**src/rtl/framedSpiPkg.sv**
```systemverilog
package framedSpiPkg;
  localparam int DATA_BITS = 8;
  localparam int POS_W = 4;

  // Frame position counts completed rising edges (0 = idle).
  localparam logic [POS_W-1:0] POS_IDLE = POS_W'(0);
  localparam logic [POS_W-1:0] POS_DIR = POS_W'(1);
  localparam logic [POS_W-1:0] POS_LOAD = POS_W'(2);
  localparam logic [POS_W-1:0] POS_FIRST_DATA = POS_W'(3);
  localparam logic [POS_W-1:0] POS_LAST_DATA = POS_W'(3 + DATA_BITS - 1);
  localparam logic [POS_W-1:0] POS_STATUS = POS_W'(3 + DATA_BITS);
  localparam logic [POS_W-1:0] POS_END = POS_W'(4 + DATA_BITS);

  typedef enum logic [1:0] {
    OP_WRITE = 2'b00,
    OP_NONE = 2'b01,
    OP_READ = 2'b10,
    OP_STAT = 2'b11
  } opE;

  typedef enum logic [1:0] {
    LD_NONE = 2'd0,
    LD_TX = 2'd1,
    LD_STAT = 2'd2,
    LD_ZERO = 2'd3
  } loadSelE;

  typedef struct packed {
    loadSelE loadSel;
    logic shiftEn;
    logic drvStatus;
    logic okBit;
    logic clearSdo;
    logic pushRx;
    logic popTx;
  } strobeT;
endpackage

```
**src/rtl/spiByteFifo.sv**
```systemverilog
module spiByteFifo #(
  parameter int WIDTH = 8,
  parameter int DEPTH = 4
) (
  input  logic             clk,
  input  logic             rstN,
  input  logic             push,
  input  logic             pop,
  input  logic [WIDTH-1:0] din,
  output logic [WIDTH-1:0] dout,
  output logic             full,
  output logic             empty
);
  localparam int PW = (DEPTH > 1) ? $clog2(DEPTH) : 1;
  localparam int CW = $clog2(DEPTH + 1);
  localparam logic [PW-1:0] LAST_SLOT = PW'(DEPTH - 1);

  logic [WIDTH-1:0] mem [DEPTH];
  logic [PW-1:0] wrPtr, rdPtr;
  logic [CW-1:0] count;
  logic doPush, doPop;

  assign full = (count == CW'(DEPTH));
  assign empty = (count == '0);
  assign doPush = push && !full;
  assign doPop = pop && !empty;
  assign dout = mem[rdPtr];

  always_ff @(posedge clk) begin
    if (doPush) mem[wrPtr] <= din;
  end

  always_ff @(posedge clk) begin
    if (!rstN) begin
      wrPtr <= '0;
      rdPtr <= '0;
      count <= '0;
    end else begin
      if (doPush) wrPtr <= (wrPtr == LAST_SLOT) ? '0 : wrPtr + 1'b1;
      if (doPop) rdPtr <= (rdPtr == LAST_SLOT) ? '0 : rdPtr + 1'b1;
      case ({doPush, doPop})
        2'b10: count <= count + 1'b1;
        2'b01: count <= count - 1'b1;
        default: count <= count;
      endcase
    end
  end
endmodule

```
**src/rtl/framedSpiCtrl.sv**
```systemverilog
module framedSpiCtrl
  import framedSpiPkg::*;
(
  input  logic             clk,
  input  logic             rstN,
  input  logic             sclkRise,
  input  logic             csS,
  input  logic             sdiS,
  input  logic             rxFull,
  input  logic             txEmpty,
  output strobeT           strb,
  output logic [POS_W-1:0] framePos
);
  logic [POS_W-1:0] pos;
  logic dirBit, addrBit, okFlag, needRel;
  opE op, opNow;
  logic okNow, startOk;

  assign op = opE'({dirBit, addrBit});
  assign opNow = opE'({dirBit, sdiS});
  assign okNow = (op == OP_WRITE) ? !rxFull : okFlag;
  assign startOk = csS && sdiS && !needRel;
  assign framePos = pos;

  always_comb begin
    strb = '0;
    if (!csS) begin
      strb.clearSdo = (pos != POS_IDLE);
    end else if (sclkRise) begin
      if (pos == POS_LOAD) begin
        case (opNow)
          OP_READ: strb.loadSel = LD_TX;
          OP_STAT: strb.loadSel = LD_STAT;
          default: strb.loadSel = LD_ZERO;
        endcase
      end
      if (pos >= POS_FIRST_DATA && pos <= POS_LAST_DATA) strb.shiftEn = 1'b1;
      if (pos == POS_LAST_DATA) begin
        strb.drvStatus = 1'b1;
        strb.okBit = okNow;
      end
      if (pos == POS_END) begin
        strb.pushRx = (op == OP_WRITE) && okFlag;
        strb.popTx = (op == OP_READ) && okFlag;
        strb.clearSdo = 1'b1;
      end
    end
  end

  always_ff @(posedge clk) begin
    if (!rstN) begin
      pos <= POS_IDLE;
      dirBit <= 1'b0;
      addrBit <= 1'b0;
      okFlag <= 1'b0;
      needRel <= 1'b0;
    end else begin
      if (!csS) needRel <= 1'b0;
      else if (sclkRise && pos == POS_END && op != OP_STAT) needRel <= 1'b1;

      if (!csS) begin
        pos <= POS_IDLE;
      end else if (sclkRise) begin
        if (pos == POS_IDLE) begin
          if (startOk) pos <= POS_DIR;
        end else if (pos == POS_END) begin
          pos <= POS_IDLE;
        end else begin
          pos <= pos + 1'b1;
        end
        if (pos == POS_DIR) dirBit <= sdiS;
        if (pos == POS_LOAD) begin
          addrBit <= sdiS;
          okFlag <= (opNow == OP_READ) ? !txEmpty : (opNow == OP_STAT);
        end
        if (pos == POS_LAST_DATA) okFlag <= okNow;
      end
    end
  end
endmodule

```
**src/rtl/framedSpiDatapath.sv**
```systemverilog
module framedSpiDatapath
  import framedSpiPkg::*;
#(
  parameter int FIFO_DEPTH = 4,
  parameter int SYNC_STAGES = 2
) (
  input  logic                 clk,
  input  logic                 rstN,
  input  logic                 spiClk,
  input  logic                 spiSel,
  input  logic                 spiIn,
  output logic                 spiOut,
  input  strobeT               strb,
  output logic                 sclkRise,
  output logic                 csS,
  output logic                 sdiS,
  output logic                 rxFull,
  output logic                 txEmpty,
  input  logic                 txPush,
  input  logic [DATA_BITS-1:0] txData,
  output logic                 txFull,
  input  logic                 rxPop,
  output logic [DATA_BITS-1:0] rxData,
  output logic                 rxEmpty
);
  localparam int TOP = SYNC_STAGES - 1;

  logic [TOP:0] sclkPipe, csPipe, sdiPipe;
  logic sclkPrev;
  logic [DATA_BITS-1:0] shReg, txHead, statByte, loadVal;

  // Synchronizers: all three inputs see the same delay.
  always_ff @(posedge clk) begin
    if (!rstN) begin
      sclkPipe <= '0;
      csPipe <= '0;
      sdiPipe <= '0;
      sclkPrev <= 1'b0;
    end else begin
      sclkPipe <= {sclkPipe[TOP-1:0], spiClk};
      csPipe <= {csPipe[TOP-1:0], spiSel};
      sdiPipe <= {sdiPipe[TOP-1:0], spiIn};
      sclkPrev <= sclkPipe[TOP];
    end
  end

  assign sclkRise = sclkPipe[TOP] && !sclkPrev;
  assign csS = csPipe[TOP];
  assign sdiS = sdiPipe[TOP];

  assign statByte = {{(DATA_BITS-2){1'b0}}, !txEmpty, rxFull};

  always_comb begin
    case (strb.loadSel)
      LD_TX: loadVal = txEmpty ? '0 : txHead;
      LD_STAT: loadVal = statByte;
      default: loadVal = '0;
    endcase
  end

  always_ff @(posedge clk) begin
    if (!rstN) begin
      shReg <= '0;
      spiOut <= 1'b0;
    end else begin
      if (strb.loadSel != LD_NONE) shReg <= loadVal;
      else if (strb.shiftEn) shReg <= {shReg[DATA_BITS-2:0], sdiS};

      if (strb.clearSdo) spiOut <= 1'b0;
      else if (strb.drvStatus) spiOut <= strb.okBit;
      else if (strb.loadSel != LD_NONE) spiOut <= loadVal[DATA_BITS-1];
      else if (strb.shiftEn) spiOut <= shReg[DATA_BITS-2];
    end
  end

  spiByteFifo #(.WIDTH(DATA_BITS), .DEPTH(FIFO_DEPTH)) u_rxFifo (
    .clk(clk), .rstN(rstN),
    .push(strb.pushRx), .pop(rxPop),
    .din(shReg), .dout(rxData),
    .full(rxFull), .empty(rxEmpty)
  );

  spiByteFifo #(.WIDTH(DATA_BITS), .DEPTH(FIFO_DEPTH)) u_txFifo (
    .clk(clk), .rstN(rstN),
    .push(txPush), .pop(strb.popTx),
    .din(txData), .dout(txHead),
    .full(txFull), .empty(txEmpty)
  );
endmodule

```
**src/rtl/framedSpiSlave.sv**
```systemverilog
module framedSpiSlave
  import framedSpiPkg::*;
#(
  parameter int FIFO_DEPTH = 4,
  parameter int SYNC_STAGES = 2
) (
  input  logic       clk,
  input  logic       rstN,
  input  logic       spiClk,
  input  logic       spiSel,
  input  logic       spiIn,
  output logic       spiOut,
  input  logic       txPush,
  input  logic [7:0] txData,
  output logic       txFull,
  input  logic       rxPop,
  output logic [7:0] rxData,
  output logic       rxEmpty
);
  strobeT strb;
  logic [POS_W-1:0] framePos;
  logic sclkRise, csS, sdiS, rxFullW, txEmptyW;

  framedSpiCtrl u_ctrl (
    .clk(clk), .rstN(rstN),
    .sclkRise(sclkRise), .csS(csS), .sdiS(sdiS),
    .rxFull(rxFullW), .txEmpty(txEmptyW),
    .strb(strb), .framePos(framePos)
  );

  framedSpiDatapath #(.FIFO_DEPTH(FIFO_DEPTH), .SYNC_STAGES(SYNC_STAGES)) u_dp (
    .clk(clk), .rstN(rstN),
    .spiClk(spiClk), .spiSel(spiSel), .spiIn(spiIn), .spiOut(spiOut),
    .strb(strb),
    .sclkRise(sclkRise), .csS(csS), .sdiS(sdiS),
    .rxFull(rxFullW), .txEmpty(txEmptyW),
    .txPush(txPush), .txData(txData), .txFull(txFull),
    .rxPop(rxPop), .rxData(rxData), .rxEmpty(rxEmpty)
  );
endmodule

```
**config.mk**
```make
export PLATFORM = sky130hd
export DESIGN_NAME = framedSpiSlave
export DESIGN_NICKNAME = d
export VERILOG_FILES = /design/src/rtl/framedSpiPkg.sv /design/src/rtl/spiByteFifo.sv /design/src/rtl/framedSpiCtrl.sv /design/src/rtl/framedSpiDatapath.sv /design/src/rtl/framedSpiSlave.sv
export SDC_FILE = /design/constraint.sdc
export NUM_CORES = 1
export LEC_CHECK = 0
export BUFFER_PORTS_ARGS = -buffer_cell sky130_fd_sc_hd__clkbuf_2
export CAP_MARGIN = 0
export CORE_MARGIN = 8
export CORE_UTILIZATION = 45
export DETAILED_ROUTE_END_ITERATION = 10
export PLACE_DENSITY = 0.62
export SETUP_SLACK_MARGIN = 0.3
export SKIP_LAST_GASP = 1
export SYNTH_ARGS = -nofsm -noshare
export SYNTH_HDL_FRONTEND = slang
export SYNTH_HIERARCHICAL = 1
export SYNTH_SLANG_ARGS = --single-unit
export TNS_END_PERCENT = 100
```
**constraint.sdc**
```tcl
create_clock -name clk -period 4.1 [get_ports clk]
set_input_delay 0.41 -clock clk [delete_from_list [all_inputs] [get_ports clk]]
set_output_delay 0.41 -clock clk [all_outputs]
set_load 0.03 [all_outputs]
```
==> results by group <==
Global routing
  – Initial antenna violation count: 0
  – Met2 Usage GRT: 0.203
  – Largest net degree at the start of global routing: 46
  – Vias in the first global route: 2,554
  – Met3 Track Usage GR: 0.0236
  – Met1 global-route usage: 0.147
  – First-pass GRT wire length: approximately 13,000 microns
  – GR Util All Layers: 0.121
  – GR Overflow Total: 0
  – Top Usage Layer GRT: met2

Layout
  – Final net count: approximately 410
  – Area Overhead vs Synth: 8.63%
  – Final Core Density: 0.493
  – Diode count: 0
  – Commonest non-fill, non-tap cell in the layout: edfxtp_1
  – Most frequent cells in the layout: edfxtp_1 (64), dfxtp_1 (42), inv_1 (26)
  – Share of cells above drive strength 1: 0.168

Synthesis
  – Flops & latches, synth: between 100 and 150
  – Multiplexer area fraction after synthesis: 0.103
  – Distinct cells, synth: 50
  – Post-Synth XOR/XNOR Area: 0.00762
  – Synth Area in Adders: 0.0631
  – Synth Area per Inst: around 13 sq um
  – Syn Inst Count: between 300 and 400
  – Synth Area in Compound Gates: 0.0716
  – Post-synth net total: approximately 390
  – Most common flop cell mapped by yosys: edfxtp_1
  – Synth Cell Area: roughly 4600 sq um
  – Post-synth EDFFs: 64
  – Sequential area share after synthesis: 0.601
  – Simple-gate share of the synthesized area: 0.117
  – Yosys top cell by area: edfxtp_1
  – Post-synth top area share: 0.418
  – Number of synthesis warnings: 6
  – Synth area leaders: edfxtp_1 (42%), dfxtp_1 (18%), mux4_2 (7.8%)
  – Combinational family with the most area after synthesis: simple AND/OR/NAND/NOR gates
  – Async SR Flop Fraction: 0

Clock network
  – Skew-Pair Late Insertion Delay: 0.35 ns
  – CTS Root Cell: clkbuf_8
  – Clk pin slew, worst setup/hold paths: around 0.10 ns
  – TritonCTS clock tree: done
  – CTS Hold Bufs: 0
  – Post-CTS setup buffers: 0
  – Max Buffers Root-to-Sink: 2
  – H-tree levels: 3
  – CTS resizes: 0
  – Clk sink count: between 100 and 150
  – CTS Buf Count: 9

Setup path
  – WS Path Type: flop to flop
  – Most frequent CP cell: inv_1
  – Arr. time, crit path: ~3.2 ns
  – CP Cell Sequence: nor2b_1 > nand2_1 > nor4_1 > o31ai_1 > inv_1 > ha_1 > inv_1 > fa_1 > xor2_1 > or3_1 > a21boi_0
  – Critical-path top delay cell: nor2b_1
  – CP Max Fanout: 8
  – WP data required: about 4.4 ns
  – CP endpoint kind: flop
  – Max stage delay on crit path: slightly above 0.5 ns
  – Setup crit start kind: flop

Floorplanning
  – Die area: around 14,000 sq um
  – Rows: 37
  – Core Region: between 10,000 and 15,000 sq um
  – Number of top-level pins: 26
  – Die height: around 120 microns
  – Initial Util: 0.454
  – Die Wd: 117 microns

STA
  – Actual slew at the worst max-slew pin: 0.748 ns
  – Endpoints failing hold: 0
  – Tmin final: a little under 3 ns
  – Worst slew margin relative to its limit: 0.501
  – Final setup fails: 0
  – Setup Skew: a little under 0.01 ns
  – Setup TNS Final: 0 ns
  – Fmax: about 0.34 GHz
  – Final Max Slew Viols: 0
  – RSZ-0062 raised after global routing: no
  – Fin crit share: 0.718

Outcome
  – Outcome: finished clean

Worst hold path
  – Hold WC Path Type: input pin to flop

Pwr
  – Pleak: ~1.7 nW
  – PwrDens: ~360 nW/um^2
  – Maximum VDD drop: 0.000173 V

Detailed routing
  – Final WL: ~7600 microns
  – Drt via density: 5.18
  – Via count: between 2,000 and 3,000
  – 1st-pass router iterations: 4
  – DR iter-0 viols: 150
  – DR WL/cell: about 15 microns
  – Routed Antenna Nets: 0
  – Drt drc: 0

Placement
  – Placer Congestion: between 0.8 and 0.9
  – Port buffer count: 25
  – Placed wire-length estimate: between 5000 and 6000 microns

Flow run
  – MaxCap Viol Count: 0
-- critical path: cells and delay by family (launching register included) --
family	cells	cell delay [ns]
DFF	1	0.33
and+or+nand+nor	4	1.34
xor gates and xnor gates	1	0.16
AOI/OAI and AO/OA	2	0.35
adders and majority gates	2	0.55
buffers and inverters	2	0.15
-- metrics by stage --
stage	std cells	worst slack, ns	area, sq um	hold WS, ns	power, mW
6_report	512	1.16	4990	0.256	1.79
4_1_cts	512	1.17	4990	0.234	1.81
5_1_grt	512	0.899	4990	0.246	1.86
2_1_floorplan	349	1.59	4600	0.412	1.22
3_5_place_dp	496	1.21	4820	0.427	1.24
3_3_place_gp	496	1.33	4820	0.419	1.24
-- final cells by class --
class / instances / area, sq um
Tap cell: 136 / 170
Timing Repair Buffer: 25 / 125
Inverter: 26 / 97.6
Multi-Input combinational cell: 203 / 1670
Clock buffer: 9 / 124
Clock inverter: 7 / 50.0
Fill cell: 890 / 5140
Sequential cell: 106 / 2760
-- kinds of logic after synthesis --
| logic type | after synthesis |
|---|---|
| flops | 106 |
| simple gates | 96 |
| mux | 27 |
| xor+xnor | 4 |
| compound gates | 54 |
| buf+inv | 40 |
| fa+ha+maj | 22 |
-- cells in the mapped netlist, types with 3 or more instances --
library cell and count:
clkbuf_1 5, mux4_2 16, nor2b_1 6, o31ai_1 3, edfxtp_1 64, dfxtp_1 42, nor2_1 14, buf_2 6
a211oi_1 3, a21oi_1 14, nor4_1 3, mux2i_1 9, nor3_1 4, nand2b_1 3, nand2_1 24, o21ai_0 20
inv_1 26, and2_1 20, ha_1 20, nand3_1 5
-- final timing paths --
path / depth (start not counted) / slack, ns / endpoint / from
worst max-delay path: 11 / 1.16 / u_dp/u_txFifo/count[2] / u_dp/sclkPipe[1]
worst min-delay path: 2 / 0.26 / u_dp/csPipe[0] / spiSel
worst max register to register: 11 / 1.16 / u_dp/u_txFifo/count[2] / u_dp/sclkPipe[1]
worst min register to register: 1 / 0.44 / u_dp/sdiPipe[1] / u_dp/sdiPipe[0]
-- where the power goes --
group	switching, mW	internal, mW
Combinational	0.0362	0.0257
Sequential	0.0102	1.14
Clock	0.343	0.225
Total	0.389	1.40
-- metal layers --
layer	up-vias	share of wire	wire, microns
met4	0	0.0085	65
met1	1295	0.46	3480
met3	6	0.034	259
li1	1310	-	-
met5	-	0	0
met2	39	0.50	3820
-- sequential cells by signal, summed over array words and instances (netlist names), 3 cells and up, named ones only --
signal and flops:
u_dp/u_txFifo/count 3, u_dp/u_rxFifo/mem 32, u_dp/u_rxFifo/count 3, u_dp/shReg 8
u_dp/u_txFifo/mem 32, u_ctrl/framePos 4
Power figures use the tool's default switching activity.
